### config.mk
export PLATFORM = sky130hd
export DESIGN_NAME = tmr_clk_front
export DESIGN_NICKNAME = d
export VERILOG_FILES = /design/src/rtl/tcf_pkg.sv /design/src/rtl/tcf_ctrl_reg.sv /design/src/rtl/tcf_prescaler.sv /design/src/rtl/tcf_sync.sv /design/src/rtl/tcf_edge_qual.sv /design/src/rtl/tmr_clk_front.sv
export SDC_FILE = /design/constraint.sdc
export NUM_CORES = 1
export LEC_CHECK = 0
export BUFFER_PORTS_ARGS = -buffer_cell sky130_fd_sc_hd__buf_2
export CELL_PAD_IN_SITES_DETAIL_PLACEMENT = 0
export CELL_PAD_IN_SITES_GLOBAL_PLACEMENT = 2
export CORE_MARGIN = 8
export CORE_UTILIZATION = 29
export CTS_CLUSTER_SIZE = 12
export DETAILED_ROUTE_END_ITERATION = 12
export PLACE_DENSITY = 0.87
export SETUP_SLACK_MARGIN = 0.15
export SLEW_MARGIN = 10
export SYNTH_ARGS = -nofsm -noshare
export SYNTH_HDL_FRONTEND = slang
export SYNTH_SLANG_ARGS = --single-unit
### constraint.sdc
create_clock -name clk -period 2.3 [get_ports clk]
set_input_delay 0.115 -clock clk [delete_from_list [all_inputs] [get_ports clk]]
set_output_delay 0.115 -clock clk [all_outputs]
set_load 0.01 [all_outputs]
### src/rtl/tcf_pkg.sv
package tcf_pkg;

    localparam int REG_W = 8;

    typedef enum logic [2:0] {
        SRC_DIV1   = 3'b000,
        SRC_DIV4   = 3'b001,
        SRC_DIV16  = 3'b010,
        SRC_DIV64  = 3'b011,
        SRC_PIN_A  = 3'b100,
        SRC_PIN_B  = 3'b101,
        SRC_DIV256 = 3'b110,
        SRC_CASC   = 3'b111
    } src_sel_e;

    typedef struct packed {
        logic [2:0] clr;
        logic [1:0] edg;
        src_sel_e   src;
    } ctrl_t;

    typedef enum logic [1:0] {
        EDGE_RISE,
        EDGE_FALL,
        EDGE_BOTH
    } edge_kind_e;

    typedef enum logic [1:0] {
        PATH_OFF,
        PATH_ALWAYS,
        PATH_PULSE,
        PATH_EDGE
    } path_kind_e;

    typedef struct packed {
        path_kind_e kind;
        edge_kind_e edg;
    } path_t;

    function automatic edge_kind_e decode_edge(input logic [1:0] f);
        if (f[1])
            return EDGE_BOTH;
        else if (f[0])
            return EDGE_FALL;
        else
            return EDGE_RISE;
    endfunction

    // Divide-by-1 and cascade sources bypass the edge field entirely.
    function automatic path_t route(input ctrl_t c, input logic phase_off);
        path_t p;
        p.edg = decode_edge(c.edg);
        if (phase_off)
            p.kind = PATH_OFF;
        else begin
            case (c.src)
                SRC_DIV1: p.kind = PATH_ALWAYS;
                SRC_CASC: p.kind = PATH_PULSE;
                default:  p.kind = PATH_EDGE;
            endcase
        end
        return p;
    endfunction

endpackage

### src/rtl/tcf_ctrl_reg.sv
module tcf_ctrl_reg
    import tcf_pkg::*;
(
    input  logic             clk,
    input  logic             rst,
    input  logic             wr_en,
    input  logic [REG_W-1:0] wdata,
    input  logic             run,
    output ctrl_t            ctrl,
    output logic             wr_err
);

    ctrl_t ctrl_q;
    logic  err_q;

    always_ff @(posedge clk) begin
        if (rst) begin
            ctrl_q <= '0;
            err_q  <= 1'b0;
        end else if (wr_en) begin
            if (run) begin
                err_q <= 1'b1;
            end else begin
                ctrl_q <= ctrl_t'(wdata);
                err_q  <= 1'b0;
            end
        end
    end

    assign ctrl   = ctrl_q;
    assign wr_err = err_q;

endmodule

### src/rtl/tcf_prescaler.sv
module tcf_prescaler #(
    parameter int N_TAPS   = 4,
    parameter int TAP_STEP = 2
) (
    input  logic              clk,
    input  logic              rst,
    output logic [N_TAPS-1:0] taps
);

    localparam int PRE_W = N_TAPS * TAP_STEP;

    logic [PRE_W-1:0] cnt_q;

    always_ff @(posedge clk) begin
        if (rst)
            cnt_q <= '0;
        else
            cnt_q <= cnt_q + 1'b1;
    end

    // Tap g is a square wave of period 2**(TAP_STEP*(g+1)).
    for (genvar g = 0; g < N_TAPS; g++) begin : g_tap
        assign taps[g] = cnt_q[TAP_STEP*(g+1)-1];
    end

endmodule

### src/rtl/tcf_sync.sv
module tcf_sync #(
    parameter int W      = 2,
    parameter int STAGES = 2
) (
    input  logic         clk,
    input  logic         rst,
    input  logic [W-1:0] d,
    output logic [W-1:0] q
);

    logic [W-1:0] stg [STAGES];

    for (genvar s = 0; s < STAGES; s++) begin : g_stage
        if (s == 0) begin : g_first
            always_ff @(posedge clk) begin
                if (rst)
                    stg[s] <= '0;
                else
                    stg[s] <= d;
            end
        end else begin : g_next
            always_ff @(posedge clk) begin
                if (rst)
                    stg[s] <= '0;
                else
                    stg[s] <= stg[s-1];
            end
        end
    end

    assign q = stg[STAGES-1];

endmodule

### src/rtl/tcf_edge_qual.sv
module tcf_edge_qual
    import tcf_pkg::*;
(
    input  logic  clk,
    input  logic  rst,
    input  path_t path,
    input  logic  level,
    input  logic  pulse,
    output logic  cnt_en
);

    logic lvl_q;
    logic hit;
    logic en_q;

    always_comb begin
        case (path.kind)
            PATH_ALWAYS: hit = 1'b1;
            PATH_PULSE:  hit = pulse;
            PATH_EDGE: begin
                case (path.edg)
                    EDGE_RISE: hit = level & ~lvl_q;
                    EDGE_FALL: hit = ~level & lvl_q;
                    default:   hit = level ^ lvl_q;
                endcase
            end
            default:     hit = 1'b0;
        endcase
    end

    always_ff @(posedge clk) begin
        if (rst) begin
            lvl_q <= 1'b0;
            en_q  <= 1'b0;
        end else begin
            lvl_q <= level;
            en_q  <= hit;
        end
    end

    assign cnt_en = en_q;

endmodule

### src/rtl/tmr_clk_front.sv
module tmr_clk_front
    import tcf_pkg::*;
#(
    parameter int PHASE_CAPABLE = 1,
    parameter int SYNC_STAGES   = 2,
    parameter int N_TAPS        = 4,
    parameter int TAP_STEP      = 2
) (
    input  logic             clk,
    input  logic             rst,
    input  logic             bus_wr,
    input  logic [REG_W-1:0] bus_wdata,
    output logic [REG_W-1:0] bus_rdata,
    input  logic             run,
    input  logic             phase_mode,
    input  logic             pin_a,
    input  logic             pin_b,
    input  logic             casc_in,
    output logic [2:0]       clr_sel,
    output logic             wr_err,
    output logic             cnt_en
);

    localparam int N_PINS = 2;

    ctrl_t             ctrl;
    logic [N_TAPS-1:0] taps;
    logic [N_PINS-1:0] pins_s;
    logic              phase_off;
    logic              level;
    path_t             path;

    tcf_ctrl_reg u_reg (
        .clk    (clk),
        .rst    (rst),
        .wr_en  (bus_wr),
        .wdata  (bus_wdata),
        .run    (run),
        .ctrl   (ctrl),
        .wr_err (wr_err)
    );

    tcf_prescaler #(
        .N_TAPS   (N_TAPS),
        .TAP_STEP (TAP_STEP)
    ) u_pre (
        .clk  (clk),
        .rst  (rst),
        .taps (taps)
    );

    tcf_sync #(
        .W      (N_PINS),
        .STAGES (SYNC_STAGES)
    ) u_sync (
        .clk (clk),
        .rst (rst),
        .d   ({pin_b, pin_a}),
        .q   (pins_s)
    );

    assign phase_off = (PHASE_CAPABLE != 0) && phase_mode;

    always_comb begin
        case (ctrl.src)
            SRC_DIV4:   level = taps[0];
            SRC_DIV16:  level = taps[1];
            SRC_DIV64:  level = taps[2];
            SRC_DIV256: level = taps[N_TAPS-1];
            SRC_PIN_A:  level = pins_s[0];
            SRC_PIN_B:  level = pins_s[1];
            default:    level = 1'b0;
        endcase
    end

    assign path = route(ctrl, phase_off);

    tcf_edge_qual u_qual (
        .clk    (clk),
        .rst    (rst),
        .path   (path),
        .level  (level),
        .pulse  (casc_in),
        .cnt_en (cnt_en)
    );

    assign bus_rdata = ctrl;
    assign clr_sel   = ctrl.clr;

endmodule

==> implementation parameters <==
Parameter                              Value

Routing
  Total DRC errors in the routed layout ... 0
  Antenna violation net count after detailed routing ... 0
  Drt wl/cell ... 10.71 um
  Via count ... 732
  Number of iterations in the first detailed-routing pass ... 3
  Via-to-Cell Ratio ... 4.306
  DR iter-0 viols ... 20
  Routed Wire Length ... 1.820 mm

Clock network
  CTS max path bufs ... 2
  Num CTS Buffers ... 3
  Clock root buffer ... sky130_fd_sc_hd__clkbuf_4
  Clock tree from TritonCTS ... built
  CTS clock-pin slew for the worst setup and hold paths ... 130 ps
  Clock latency on the worst-skew pair ... 310 ps
  CTS sink cnt ... 23
  Maximum level of the CTS H-tree ... 1

Place
  # port buffers ... 28
  Post-DP HPWL ... 1.384 mm
  Final GP Congestion ... 0.6700

Die
  Floorplan Core Area ... 0.003078 mm2
  Number of I/O pins ... 29
  Die Span X ... 73.26 um
  Overall die height ... 73.26 um
  Initial Utilization ... 0.3089
  Area of the die ... 0.005367 mm2
  Site row count ... 20

Setup path
  Data arrival time of the critical path ... 2180 ps
  CP startpoint kind ... flop
  Endpoint kind of the worst setup timing path ... flop
  Maximum fanout along the worst path ... 8
  Worst endpoint required time ... 2500 ps
  Type of the worst setup path ... flop to flop
  Reg-to-reg setup timing slack ... 320 ps

Finish
  Most used cells in the layout excluding fill and tap cells ... sky130_fd_sc_hd__buf_2 (28), sky130_fd_sc_hd__dfxtp_1 (22), sky130_fd_sc_hd__nor2_1 (16), sky130_fd_sc_hd__mux2i_1 (9), sky130_fd_sc_hd__nor2b_1 (7)
  Area growth from synthesis to layout ... 24.08%
  Number of inserted diodes ... 0
  Total number of nets in the final design ... 146
  Layout cells sized above 1 ... 0.3016
  Most common library cell in the layout ignoring fill and taps ... sky130_fd_sc_hd__buf_2

Yosys
  Most common flop cell mapped by yosys ... sky130_fd_sc_hd__dfxtp_1
  Register bit total from synthesis ... 23
  Post-Syn Area per Cell ... 9.905 um2
  Yosys Warn Count ... 0
  Synthesized netlist net count ... 115
  Gate count after technology mapping ... 96
  Seq/Total Area, Yosys ... 0.4842
  Distinct cells, synth ... 31
  Count of flip-flops with a built-in enable after synthesis ... 0
  Top cells by area in the synthesized netlist ... sky130_fd_sc_hd__dfxtp_1 (48%), sky130_fd_sc_hd__mux2i_1 (9.5%), sky130_fd_sc_hd__nor2_1 (6.3%)
  Post-synth ARST share ... 0
  Fraction of post-synthesis cell area in the top cell type by area ... 0.4842
  Cell type with the highest aggregate area in the netlist ... sky130_fd_sc_hd__dfxtp_1
  Cell area after technology mapping ... 950.9 um2

Timing
  Shortest clock period the worst path allows after layout ... 1984 ps
  Headroom to the max-slew limit ... 0.6938
  Max Slew Vio Count ... 0
  Highest clock frequency the design can meet ... 504.0 MHz
  Final total negative setup slack ... 0 ps
  Final hold violations ... 0
  Tightest Pin Transition ... 459.4 ps
  Crit share post-route ... 0.8627
  Worst Clk Skew ... 0.9980 ps
  RSZ-0062 raised after global routing ... false
  Setup violations, final ... 0

Power and ir drop
  Peak VDD IR ... 0.4073 mV
  Post-layout total power ... 0.0007008 W
  Total power divided by cell area ... 593.9 mW/mm2
  Leakage power ... 0.5054 nW

Global routing
  Number of antenna violations at the first check in global routing ... 0
  Overall overflow remaining after global route ... 0
  Vias in the first global route ... 750
  First-pass GRT wire length ... 3.236 mm
  Largest net degree at the start of global routing ... 26
  Global-route total usage across every layer ... 0.07599

Run status
  Run status ... completed

Flow run
  Number of maximum-capacitance constraint violations ... 0

Min path
  Min-Delay Path Class ... input port to flop
-- critical path, stage by stage (launching register included) --
cell and delay (ps):
sky130_fd_sc_hd__dfxtp_2 370, sky130_fd_sc_hd__nor2b_1 130, sky130_fd_sc_hd__o221a_1 240, sky130_fd_sc_hd__or3_1 380, sky130_fd_sc_hd__ha_1 200, sky130_fd_sc_hd__mux2_2 250, sky130_fd_sc_hd__o21ai_0 190, sky130_fd_sc_hd__a2111oi_2 100
-- metal layers --
metal	up-vias	global-route usage	share of wire
li1	389	-	-
met4	0	0.02000	0.0088
met5	-	0	0
met1	324	0.08819	0.47
met2	17	0.1202	0.46
met3	2	0.03810	0.062
-- path summary, 6_finish.rpt --
path                    startpoint               end  cells after the start
setup / recovery     u_reg.ctrl[0]     u_qual.cnt_en                      7
setup reg to reg     u_reg.ctrl[0]     u_qual.cnt_en                      7
hold reg to reg   u_sync.stg[0][1]  u_sync.stg[1][1]                      1
hold / removal        bus_wdata[4]     u_reg.ctrl[4]                      3
-- power by group --
part	total (W)	internal, W	switching, W
registers	0.000429	0.000416	0.0000129
clock network	0.000189	0.0000664	0.000123
logic	0.0000828	0.0000439	0.0000388
-- cells by family after synthesis --
group	after synthesis	synth area share
muxes	12	0.1303
AOI/OAI and AO/OA	10	0.08027
xor gates and xnor gates	3	0.02764
DFF	23	0.4842
adders and majority gates	3	0.03948
buffers and inverters	8	0.04474
and+or+nand+nor	37	0.1934
-- cell type report --
class	count	area, um2
Sequential cell	23	461.7
Fill cell	316	1898
Timing Repair Buffer	32	177.7
Inverter	2	7.507
Tap cell	44	55.05
Clock inverter	1	7.507
Multi-Input combinational cell	65	447.9
Clock buffer	3	22.52
-- sequential cells by signal, summed over array words and instances (netlist names) --
register,cells
u_pre.cnt_q,8
u_reg.ctrl,8
u_sync.stg,4
u_qual.cnt_en,1
u_qual.lvl_q,1
u_reg.wr_err,1
-- per-stage QoR --
stage / cell area [um2] / hold slack [ps] / std cells / setup slack [ps] / util
after detailed placement: 1119 / 312.5 / 163 / 269.1 / 0.3634
final: 1180 / 29.62 / 170 / 315.9 / 0.3833
after floorplan: 950.9 / 191.0 / 96 / 328.2 / -
after global routing: 1180 / 14.31 / 170 / 151.6 / 0.3833
after global placement: 1119 / 305.5 / 163 / 314.9 / 0.3634
after CTS: 1179 / 20.55 / 170 / 224.3 / 0.3829
-- cell usage after synthesis, drive strengths merged (2+ instances only) --
library cell / instances
clkbuf: 2
mux2i: 9
a21oi: 2
o21ai: 2
xor2: 2
nand3: 2
ha: 3
mux2: 3
nand2: 3
or3: 2
nor2: 16
inv: 2
nor2b: 7
dfxtp: 23
buf: 4
-- timing repair --
action	CTS	global route
endpoints found under the setup margin	0	1
gates resized for setup	0	1
hold buffers	3	0
endpoints found under the hold margin	3	0
setup buffers	0	0
Power figures use the tool's default switching activity.
